===== config.mk =====
export PLATFORM = sky130hd
export DESIGN_NAME = quad_corr
export DESIGN_NICKNAME = d
export VERILOG_FILES = /design/src/rtl/quad_corr_pkg.sv /design/src/rtl/corr_nco.sv /design/src/rtl/corr_wave_rom.sv /design/src/rtl/corr_accum.sv /design/src/rtl/quad_corr.sv
export SDC_FILE = /design/constraint.sdc
export NUM_CORES = 1
export LEC_CHECK = 0
export BUFFER_PORTS_ARGS = -buffer_cell sky130_fd_sc_hd__buf_4
export CORE_ASPECT_RATIO = 0.5
export CORE_MARGIN = 8
export CORE_UTILIZATION = 45
export DETAILED_ROUTE_END_ITERATION = 12
export GPL_TIMING_DRIVEN = 0
export MAX_ROUTING_LAYER = met4
export PLACE_DENSITY = 0.6
export SKIP_LAST_GASP = 1
export SYNTH_ARGS = -nofsm -noshare
export SYNTH_HDL_FRONTEND = slang
export SYNTH_SLANG_ARGS = --single-unit

===== constraint.sdc =====
create_clock -name clk -period 8.4 [get_ports clk]
set_input_delay 0.84 -clock clk [delete_from_list [all_inputs] [get_ports clk]]
set_output_delay 0.84 -clock clk [all_outputs]
set_load 0.01 [all_outputs]

===== src/rtl/quad_corr_pkg.sv =====
package quad_corr_pkg;
  localparam int CMD_W    = 32;
  localparam int MODE_LSB = 24;
  localparam int CHAN_LSB = 17;
  localparam int LEN_W    = CHAN_LSB;
  localparam int CHF_W    = MODE_LSB - CHAN_LSB;
  localparam int TBL_AW   = 9;
  localparam int SMP_W    = 8;
  localparam int TBL_AMP  = 127;
  localparam logic [7:0] MODE_RUN = 8'h01;
  localparam real TWO_PI  = 6.283185307179586;

  typedef struct packed {
    logic [7:0]       op;
    logic [CHF_W-1:0] chan;
    logic [LEN_W-1:0] len;
  } cmd_t;

  // Rounded table value, half away from zero; evaluated only at elaboration.
  function automatic int wave_entry(input int idx, input bit want_sin);
    real ang;
    real v;
    ang = TWO_PI * real'(idx) / real'(2 ** TBL_AW);
    v   = real'(TBL_AMP) * (want_sin ? $sin(ang) : $cos(ang));
    if (v >= 0.0) return $rtoi(v + 0.5);
    return -$rtoi(0.5 - v);
  endfunction
endpackage


===== src/rtl/corr_nco.sv =====
module corr_nco #(
  parameter int PW = 31
) (
  input  logic          clk,
  input  logic          rst_n,
  input  logic          clear,
  input  logic          run,
  input  logic [PW-1:0] freq,
  output logic [PW-1:0] phase,
  output logic          wrap
);
  logic [PW:0] sum;

  assign sum  = {1'b0, phase} + {1'b0, freq};
  assign wrap = run & sum[PW];

  always_ff @(posedge clk or negedge rst_n) begin
    if (!rst_n)     phase <= '0;
    else if (clear) phase <= '0;
    else if (run)   phase <= sum[PW-1:0];
  end
endmodule


===== src/rtl/corr_wave_rom.sv =====
module corr_wave_rom #(
  parameter int AW = 9,
  parameter int SW = 8
) (
  input  logic [AW-1:0]        idx,
  output logic signed [SW-1:0] cos_s,
  output logic signed [SW-1:0] sin_s
);
  localparam int DEPTH = 2 ** AW;

  logic signed [SW-1:0] cos_tab [DEPTH];
  logic signed [SW-1:0] sin_tab [DEPTH];

  for (genvar g = 0; g < DEPTH; g++) begin : g_ent
    assign cos_tab[g] = SW'(quad_corr_pkg::wave_entry(g, 1'b0));
    assign sin_tab[g] = SW'(quad_corr_pkg::wave_entry(g, 1'b1));
  end

  assign cos_s = cos_tab[idx];
  assign sin_s = sin_tab[idx];
endmodule


===== src/rtl/corr_accum.sv =====
module corr_accum #(
  parameter int AW = 32,
  parameter int SW = 8
) (
  input  logic                 clk,
  input  logic                 rst_n,
  input  logic                 clear,
  input  logic                 en,
  input  logic                 bit_in,
  input  logic signed [SW-1:0] sample,
  output logic signed [AW-1:0] acc_next
);
  localparam logic signed [AW-1:0] ACC_MAX = {1'b0, {(AW-1){1'b1}}};
  localparam logic signed [AW-1:0] ACC_MIN = {1'b1, {(AW-1){1'b0}}};

  logic signed [AW-1:0] acc;

  // One saturating add or subtract step.
  function automatic logic signed [AW-1:0] sat_step(
    input logic signed [AW-1:0] a,
    input logic signed [SW-1:0] s,
    input logic                 add
  );
    logic signed [AW:0] wa;
    logic signed [AW:0] ws;
    logic signed [AW:0] w;
    wa = {a[AW-1], a};
    ws = {{(AW+1-SW){s[SW-1]}}, s};
    w  = add ? wa + ws : wa - ws;
    if (w[AW] != w[AW-1]) return w[AW] ? ACC_MIN : ACC_MAX;
    return w[AW-1:0];
  endfunction

  assign acc_next = sat_step(acc, sample, bit_in);

  always_ff @(posedge clk or negedge rst_n) begin
    if (!rst_n)     acc <= '0;
    else if (clear) acc <= '0;
    else if (en)    acc <= acc_next;
  end

  // adding a positive value never lowers the total; subtracting never raises it
  a_r9_no_wrap_up: assert property (@(posedge clk) disable iff (!rst_n)
    (en && !clear && (bit_in == !sample[SW-1]) && sample != '0) |=> acc >= $past(acc));
  a_r9_no_wrap_down: assert property (@(posedge clk) disable iff (!rst_n)
    (en && !clear && (bit_in == sample[SW-1]) && sample != '0) |=> acc <= $past(acc));
endmodule


===== src/rtl/quad_corr.sv =====
module quad_corr #(
  parameter int PHASE_W = 31,
  parameter int ACC_W   = 32,
  parameter int NUM_CH  = 4
) (
  input  logic                      clk,
  input  logic                      rst_n,
  input  logic                      cmd_valid,
  input  logic [31:0]               cmd_word,
  input  logic [PHASE_W-1:0]        cmd_freq,
  input  logic [NUM_CH-1:0]         din,
  input  logic                      rd_req,
  output logic                      busy,
  output logic                      done,
  output logic                      rd_valid,
  output logic signed [ACC_W-1:0]   rd_x,
  output logic signed [ACC_W-1:0]   rd_y,
  output logic [7:0]                dac_out
);
  import quad_corr_pkg::*;

  localparam int CH_W = (NUM_CH > 1) ? $clog2(NUM_CH) : 1;
  localparam logic [CHF_W-1:0] NUM_CH_F = CHF_W'(NUM_CH);
  localparam logic [LEN_W-1:0] LEN_ONE  = LEN_W'(1);

  cmd_t                 cmd;
  logic                 cmd_accept;
  logic                 run_en;
  logic                 last_cycle;
  logic                 wrap;
  logic                 sel_bit;
  logic [PHASE_W-1:0]   freq_q;
  logic [PHASE_W-1:0]   phase;
  logic [CH_W-1:0]      chan_q;
  logic [LEN_W-1:0]     remain;
  logic signed [ACC_W-1:0] hold_x;
  logic signed [ACC_W-1:0] hold_y;
  logic signed [SMP_W-1:0] lane_smp [2];
  logic signed [ACC_W-1:0] lane_nxt [2];

  assign cmd        = cmd_t'(cmd_word);
  assign cmd_accept = cmd_valid && (cmd.op == MODE_RUN) && (cmd.chan < NUM_CH_F) && (cmd.len != '0);
  assign run_en     = busy && !cmd_accept;
  assign last_cycle = run_en && wrap && (remain == LEN_ONE);
  assign sel_bit    = din[chan_q];

  corr_nco #(.PW(PHASE_W)) u_nco (
    .clk(clk), .rst_n(rst_n), .clear(cmd_accept), .run(run_en),
    .freq(freq_q), .phase(phase), .wrap(wrap)
  );

  corr_wave_rom #(.AW(TBL_AW), .SW(SMP_W)) u_rom (
    .idx(phase[PHASE_W-1 -: TBL_AW]), .cos_s(lane_smp[0]), .sin_s(lane_smp[1])
  );

  for (genvar ln = 0; ln < 2; ln++) begin : g_lane
    corr_accum #(.AW(ACC_W), .SW(SMP_W)) u_acc (
      .clk(clk), .rst_n(rst_n), .clear(cmd_accept), .en(run_en),
      .bit_in(sel_bit), .sample(lane_smp[ln]), .acc_next(lane_nxt[ln])
    );
  end

  always_ff @(posedge clk or negedge rst_n) begin
    if (!rst_n) begin
      busy   <= 1'b0;
      done   <= 1'b0;
      freq_q <= '0;
      chan_q <= '0;
      remain <= '0;
    end else begin
      done <= last_cycle;
      if (cmd_accept) begin
        busy   <= 1'b1;
        freq_q <= cmd_freq;
        chan_q <= cmd.chan[CH_W-1:0];
        remain <= cmd.len;
      end else if (last_cycle) begin
        busy   <= 1'b0;
        remain <= '0;
      end else if (run_en && wrap) begin
        remain <= remain - LEN_ONE;
      end
    end
  end

  always_ff @(posedge clk or negedge rst_n) begin
    if (!rst_n) begin
      hold_x   <= '0;
      hold_y   <= '0;
      rd_valid <= 1'b0;
      rd_x     <= '0;
      rd_y     <= '0;
    end else begin
      rd_valid <= rd_req;
      if (rd_req) begin
        rd_x <= hold_x;
        rd_y <= hold_y;
      end
      if (last_cycle) begin
        hold_x <= lane_nxt[0];
        hold_y <= lane_nxt[1];
      end else if (rd_req) begin
        hold_x <= '0;
        hold_y <= '0;
      end
    end
  end

  assign dac_out = busy ? (lane_smp[0] ^ 8'h80) : 8'h80;

  // done marks the end of a run and only that
  a_r6_done_idle: assert property (@(posedge clk) disable iff (!rst_n) done |-> !busy);
  a_r6_fall_done: assert property (@(posedge clk) disable iff (!rst_n) $fell(busy) |-> done);
  a_r6_remain_live: assert property (@(posedge clk) disable iff (!rst_n) busy |-> remain != '0);
  // every run starts from phase zero
  a_r3_phase_start: assert property (@(posedge clk) disable iff (!rst_n) $rose(busy) |-> phase == '0);
  // a rejected command leaves an idle block idle
  a_r2_reject_idle: assert property (@(posedge clk) disable iff (!rst_n)
    (!busy && cmd_valid && !cmd_accept) |=> !busy);
  // a read leaves the holding pair cleared unless a run ended at the same edge
  a_r8_read_clears: assert property (@(posedge clk) disable iff (!rst_n)
    (rd_valid && !done) |-> (hold_x == '0 && hold_y == '0));
  // a command during a run reloads the length and keeps running
  a_r10_restart: assert property (@(posedge clk) disable iff (!rst_n)
    (busy && cmd_accept) |=> (busy && remain == $past(cmd.len)));
endmodule


# Word level (Yosys, flattened, before mapping)

Memories as Yosys holds them, arrays and structs flattened.
Cells that the tools add are included.

Input bits: 71
Word-level logic and storage cells: 74
Memories: 2
ROM bits: 8192
Output and inout bits: 75
Bits in registers: 276

Reductions and logical operators: 12
Eq/ne operators: 4
$lt $le $gt $ge: 3
Add/sub/neg operators: 6
Muxes and demuxes: 31
Bitwise logic cells: 3

Memories:

| name             | depth | bits a word | read ports | clocked after Yosys merged registers in | write ports | line                | text |
|---|---|---|---|---|---|---|---|
| (name not given) | 512   | 8           | 1          | 0                                       | 0           | corr_wave_rom.sv:19 | `assign cos_s = cos_tab[idx];` |
| (name not given) | 512   | 8           | 1          | 0                                       | 0           | corr_wave_rom.sv:20 | `assign sin_s = sin_tab[idx];` |

Operator list:

| cell                  | count |
|---|---|
| $mux 32               | 13 |
| $add 32x8->33         | 2 |
| $mux 33               | 2 |
| $sub 32x8->33         | 2 |
| $mux 31               | 2 |
| $mux 17               | 3 |
| $mux 8                | 5 |
| $add 31x31->32        | 1 |
| $eq 17x1->1 const B   | 1 |
| $reduce_bool 17->1    | 1 |
| $sub 17x1->17 const B | 1 |
| $ge 10x10->1 const B  | 1 |
| $not 9->10            | 1 |
| $eq 8x1->1 const B    | 1 |
| $lt 7x3->1 const B    | 1 |
| $logic_and 1x1->1     | 6 |
| $reduce_bool 2->1     | 3 |
| $mux 1                | 5 |
| $lt 2x3->1 const B    | 1 |
| $reduce_bool 3->1     | 1 |
| $bmux 1 s2            | 1 |
| $ne 1x1->1            | 2 |
| $and 1x1->1           | 1 |
| $logic_not 1->1       | 1 |
| $not 1->1             | 1 |

# Longest topological paths before layout

Depth after elaboration: 11
Depth in mapped cells: 34
Mapped depth without buffers: 26

# Cells and area by module

From an unflattened synthesis, not the netlist that was laid out.

Cell total of the unflattened synthesis: 2407
Area, all modules: 21381.8 um2

Modules (own cells, without submodules):

| module                       | area each (um2) | cells each | sequential area each (um2) | times used |
|---|---|---|---|---|
| quad_corr                    | 7863.8          | 568        | 4529.3                     | 1 |
| corr_accum (g_lane[0].u_acc) | 3839.9          | 522        | 800.8                      | 1 |
| corr_accum (g_lane[1].u_acc) | 3808.7          | 522        | 800.8                      | 1 |
| corr_wave_rom                | 2942.8          | 446        | 0.0                        | 1 |
| corr_nco                     | 2926.6          | 349        | 775.7                      | 1 |

# Worst setup path after synthesis

OpenSTA, ideal clock, no wires.

Path type: register to register
From: register u_nco.phase[24]
To: register g_lane[0].u_acc.acc[30]
Library setup time: 0.136 ns
Clock period less this slack: 6.408 ns
Arrival time: 6.273 ns
Data required time: 8.264 ns
Path buffers: 6
Stages on the path, launching flop included: 33
Path slack: 1.992 ns
Cells stage by stage: dfrtp_1 > buf_2 > inv_1 > buf_2 > buf_2 > ha_1 > clkbuf_1 > nor2_1 > a211o_1 > a32o_1 > a221oi_1 > a22oi_1 > nor2_1 > a21oi_1 > nor4b_4 > nor3b_4 > inv_1 > ha_1 > nor2_1 > nor2_1 > ha_1 > clkbuf_1 > a21o_1 > o21bai_1 > a221o_1 > a21oi_1 > o211ai_1 > a31oi_2 > xnor2_4 > nand2_1 > buf_2 > a21oi_1 > a21oi_1

Cells in the longest elaborated chain, start to end: 11
Elaborated cells between the ends (all ways): 14
Classes of those cells: add/sub (2); eq/ne (1); mux (9); bitwise (1); memory (1)

RTL lines:

| element                                        | line                | text |
|---|---|---|
| start, declared                                | corr_nco.sv:9       | `output logic [PW-1:0] phase,` |
| start signal, assigned                         | corr_nco.sv:20      | `else if (run) phase <= sum[PW-1:0];` |
| $not 9->10 (not written as such) (*)           | corr_wave_rom.sv:19 |  |
| $mem_v2 512x8 (*)                              | --                  |  |
| $mux 8 (not written as such) (*) (2 in a row)  | corr_wave_rom.sv:19 |  |
| $sub 32x8->33 or $add 32x8->33 (tied branches) | corr_accum.sv:29    | `w = add ? wa + ws : wa - ws;` |
| $mux 33 (*)                                    | corr_accum.sv:29    |  |
| $mux 32 or $ne 1x1->1 (tied branches)          | corr_accum.sv:30    | `if (w[AW] != w[AW-1]) return w[AW] ? ACC_MIN : ACC_MAX;` |
| $mux 32 or $mux 1 (tied branches)              | corr_accum.sv:30    |  |
| $mux 32 (*)                                    | corr_accum.sv:31    | `return w[AW-1:0];` |
| $mux 32 (*)                                    | corr_accum.sv:39    | `else if (en) acc <= acc_next;` |
| $mux 32 (*)                                    | corr_accum.sv:38    | `else if (clear) acc <= '0;` |
| end signal, assigned                           | corr_accum.sv:39    |  |
| end, declared                                  | corr_accum.sv:16    | `logic signed [AW-1:0] acc;` |

Mark *: on every way between the ends. The rest lies on a longest branch, timed or not. The select of a mux whose other input is x is not followed.
A chain may end at the register's enable or synchronous reset.

# Worst setup path in the final report

From: register u_nco.phase[24]
To: register g_lane[0].u_acc.acc[19]

Same word-level chain as after synthesis.

==> impl_summary.log <==
[metrics] initial antenna violation count: 1
[metrics] HPWL after detailed placement: 51.5 mm
[metrics] vias in the first global route: 17700
[metrics] slack of the worst reg-to-reg path: 0.58 ns
[metrics] number of buffers inserted by port buffering: 145
[metrics] dominant cells by area after synthesis: dfrtp_1 34%, ha_1 7.8%, nand2_1 6.6%, o21ai_0 4.8%, a21oi_1 4.4%
[metrics] Vias/cell: 5.88
[metrics] worst vdd ir: 0.140 mV
[metrics] number of DRC markers after the initial detailed-route iteration: 1592
[metrics] count of endpoints failing setup in the final report: 0
[metrics] most common cell after layout, fill and taps aside: nand2_1
[metrics] type of the worst setup path: reg2reg
[metrics] # clock sinks: 276
[metrics] number of levels in the clock H-tree: 1
[metrics] startpoint of the lowest-slack register-to-register path: u_nco.phase[24]
[metrics] post-layout instance area: 22900 um2
[metrics] Async S/R FF share, synth: 1.00
[metrics] global routing usage summed across all routing layers: 0.258
[metrics] number of synthesized flops with an enable pin: 0
[metrics] fraction of final layout cells with drive strength greater than 1: 0.156
[metrics] remaining antenna violation count after routing: 0
[metrics] clock insertion delay at the later pin of the skew report: 0.57 ns
[metrics] total cell area at the placement stage: 22000 um2
[metrics] Seq cells post-synth: 276
[metrics] longest individual stage delay on the worst path: 0.44 ns
[metrics] CP top delay family: compound AO/OA/AOI/OAI gates
[metrics] area of the mapped netlist: 20100 um2
[metrics] Core Footprint: 43800 um2
[metrics] die area: 52100 um2
[metrics] NumNets Final: 2739
[metrics] worst slew margin relative to its limit: 0.263
[metrics] worst r2r dst: g_lane[0].u_acc.acc[19]
[metrics] Chip Height: 165 um
[metrics] synthesized instance count: 2359
[metrics] die width: 315 um
[metrics] CTS tree: built
[metrics] synthesized netlist net count: 2559
[metrics] Data arrival, critical path: 8.29 ns
[metrics] post-route DRC violation count: 0
[metrics] startpoint of the most critical setup path: u_nco.phase[24]
[metrics] commonest non-fill, non-tap cells in the layout: 352 x nand2_1, 276 x dfrtp_1, 223 x nor2_1, 189 x o21ai_0, 176 x a21oi_1
[metrics] count of standard-cell rows: 54
[metrics] category of the worst setup path capture point: register
[metrics] deepest clock path buffer count: 3
[metrics] Area growth syn-to-layout: 13.9%
[metrics] sequential fraction of the synthesis area: 0.344
[metrics] global-route wire length before repair: 104 mm
[metrics] maximum number of pins on one net before global-route repair: 101
[metrics] TritonCTS Buffers: 25
[metrics] initial core utilization: 0.458
[metrics] synthesized area per cell: 8.52 um2
[metrics] nature of the critical path startpoint: register
[metrics] total count of hold-check failures in the final report: 0
[metrics] library cell used as clock root buffer: clkbuf_16
[metrics] number of fill cells: 4277
[metrics] Power per Cell Area: 145 nW/um2
[metrics] vias: 18500
[metrics] GP Congestion: 0.955
[metrics] detailed-router iteration count before antenna repair: 5
[metrics] Pleak: 0.0109 uW
[metrics] number of unique standard cell types used by synthesis: 97
[metrics] maximum clock rate: 128 MHz
[metrics] top cell type's share of synthesized area: 0.344
[metrics] post-layout min period: 7.82 ns
[metrics] pre-CTS worst setup slack: 0.0909 ns
[metrics] WP data required: 8.87 ns
[metrics] result of the run: finished clean
[metrics] io pins: 146
[metrics] total buffers and inverters traversed by the critical path: 7
[metrics] DR WL/cell: 21.3 um
[metrics] cell at the slowest stage of the critical path: dfrtp_1
[metrics] class of the most critical hold timing path: in2async
[metrics] final routed wirelength across all metal layers: 67.1 mm
[metrics] unrepaired setup endpoints after global routing: false
[metrics] share of the clock period used by the worst path after layout: 0.931
[metrics] most instantiated flip-flop cell in the synthesis netlist: dfrtp_1
[metrics] Fin Setup TNS: 0 ns
[metrics] yosys synthesis warning count: 0
[metrics] number of pins exceeding their max-slew limit in the final report: 0
[metrics] Diodes inserted: 0
[metrics] gr ovfl total: 0
[metrics] transition time at the pin with the least slew margin: 1.10 ns
[metrics] clock edge transition at the registers on the reported setup and hold paths: 0.07 ns
[metrics] smallest setup slack after layout: 0.579 ns
[metrics] max cap viols: 0
[metrics] Setup Skew: 0.0147 ns
[metrics] CP max FO: 10
[metrics] depth of the most critical reg-to-reg path: 31
[metrics] biggest area consumer among synthesized cells: dfrtp_1
cell families (layout without fill, tap and decap cells):
family | Yosys count | after routing | synth area share
AO/OA/AOI/OAI | 717 | 717 | 0.230
multiplexers | 110 | 110 | 0.0665
XOR/XNOR | 97 | 97 | 0.0441
adder cells (fa/ha/maj) | 136 | 136 | 0.0849
AND/OR/NAND/NOR | 823 | 823 | 0.187
buffers and inverters | 200 | 397 | 0.0442
flip-flops | 276 | 276 | 0.344
repair_timing:
action / in CTS / in global routing
hold buffers: 0 / 0
buffers inserted: 0 / 7
gates resized for setup: 0 / 16
setup endpoints to repair: 0 / 125
metrics by stage:
stage	hold slack, ns	util	instances	total power (uW)
after floorplan	0.433	-	2359	1900
after global routing	0.308	0.522	3144	3470
after detailed placement	0.455	0.502	3094	2150
after CTS	0.285	0.520	3138	3330
final	0.277	0.522	3144	3320
after global placement	0.451	0.500	3092	2150
synthesized netlist by cell type, types with 7 or more instances:
cell type  number
a31oi_1        26
and3_1         20
mux2_2         68
a221o_1         9
nor2b_1        17
o21ai_1        20
dfrtp_1       276
o21ai_2        22
a211o_1        13
a21oi_1       178
clkbuf_1       87
a211oi_1       22
a22o_1          8
nor4_1         11
a21boi_0        7
o21ai_0       191
maj3_1          7
o21bai_1        7
xnor2_1        61
nor2_1        224
or2_2           8
nand2b_1       36
o211ai_1       29
nand4_1        20
and2_1         19
nand3b_1        9
o31ai_1         8
ha_1          126
buf_1          10
nand3_1        41
a21o_1         54
mux4_2         12
o21a_1          8
inv_1          50
o221ai_1       10
a22oi_1        14
nand2_1       352
mux2i_1        30
o22ai_1        13
xor2_1         34
nor3_1         28
buf_2          40
registers in the layout (all words and copies together) (netlist names):
name              cells
busy                  1
u_nco.phase          31
rd_valid              1
remain               17
rd_x                 32
rd_y                 32
g_lane.u_acc.acc     64
chan_q                2
hold_y               32
hold_x               32
done                  1
freq_q               31
how the worst max path moves through the flow:
stage | depth (start not counted) | end
after floorplan | 32 | g_lane[0].u_acc.acc[30]
after global placement | 28 | hold_x[22]
after detailed placement | 32 | g_lane[0].u_acc.acc[19]
after CTS | 32 | g_lane[0].u_acc.acc[19]
after global routing | 30 | g_lane[1].u_acc.acc[15]
final | 31 | g_lane[0].u_acc.acc[19]
cell type report:
| cell class | instances | area [um2] | share of cell area |
|---|---|---|---|
| flip-flops and latches | 276 | 6910 | 0.302 |
| clock inverters | 8 | 87.6 | 0.00383 |
| multi-input cells | 1883 | 12300 | 0.539 |
| clock buffers | 36 | 727 | 0.0318 |
| well taps | 588 | 736 | 0.0321 |
| repair buffers | 154 | 1200 | 0.0526 |
| plain buffers | 147 | 696 | 0.0304 |
| inverters | 52 | 195 | 0.00853 |
metal layers:
layer | global-route usage | vias up | part of all wire
met5 | - | - | 0
met4 | 0.0680 | 0 | 0.027
met3 | 0.0476 | 111 | 0.067
met2 | 0.387 | 576 | 0.43
met1 | 0.359 | 8957 | 0.47
li1 | - | 8839 | -
worst register-to-register path, delay by kind of cell, from the launching register on:
kind | cells | cell delay (ns)
flops | 1 | 0.44
buf+inv | 7 | 1.53
fa+ha+maj | 3 | 0.90
compound gates | 12 | 2.91
simple gates | 8 | 1.75
xor+xnor | 1 | 0.21
power by group:
group	switching, uW	leakage, uW	internal [uW]
combinational	499	0.00683	282
clock	534	0.000405	637
sequential	19.3	0.00369	1350
No activity file was read; power rests on OpenSTA's default activity.
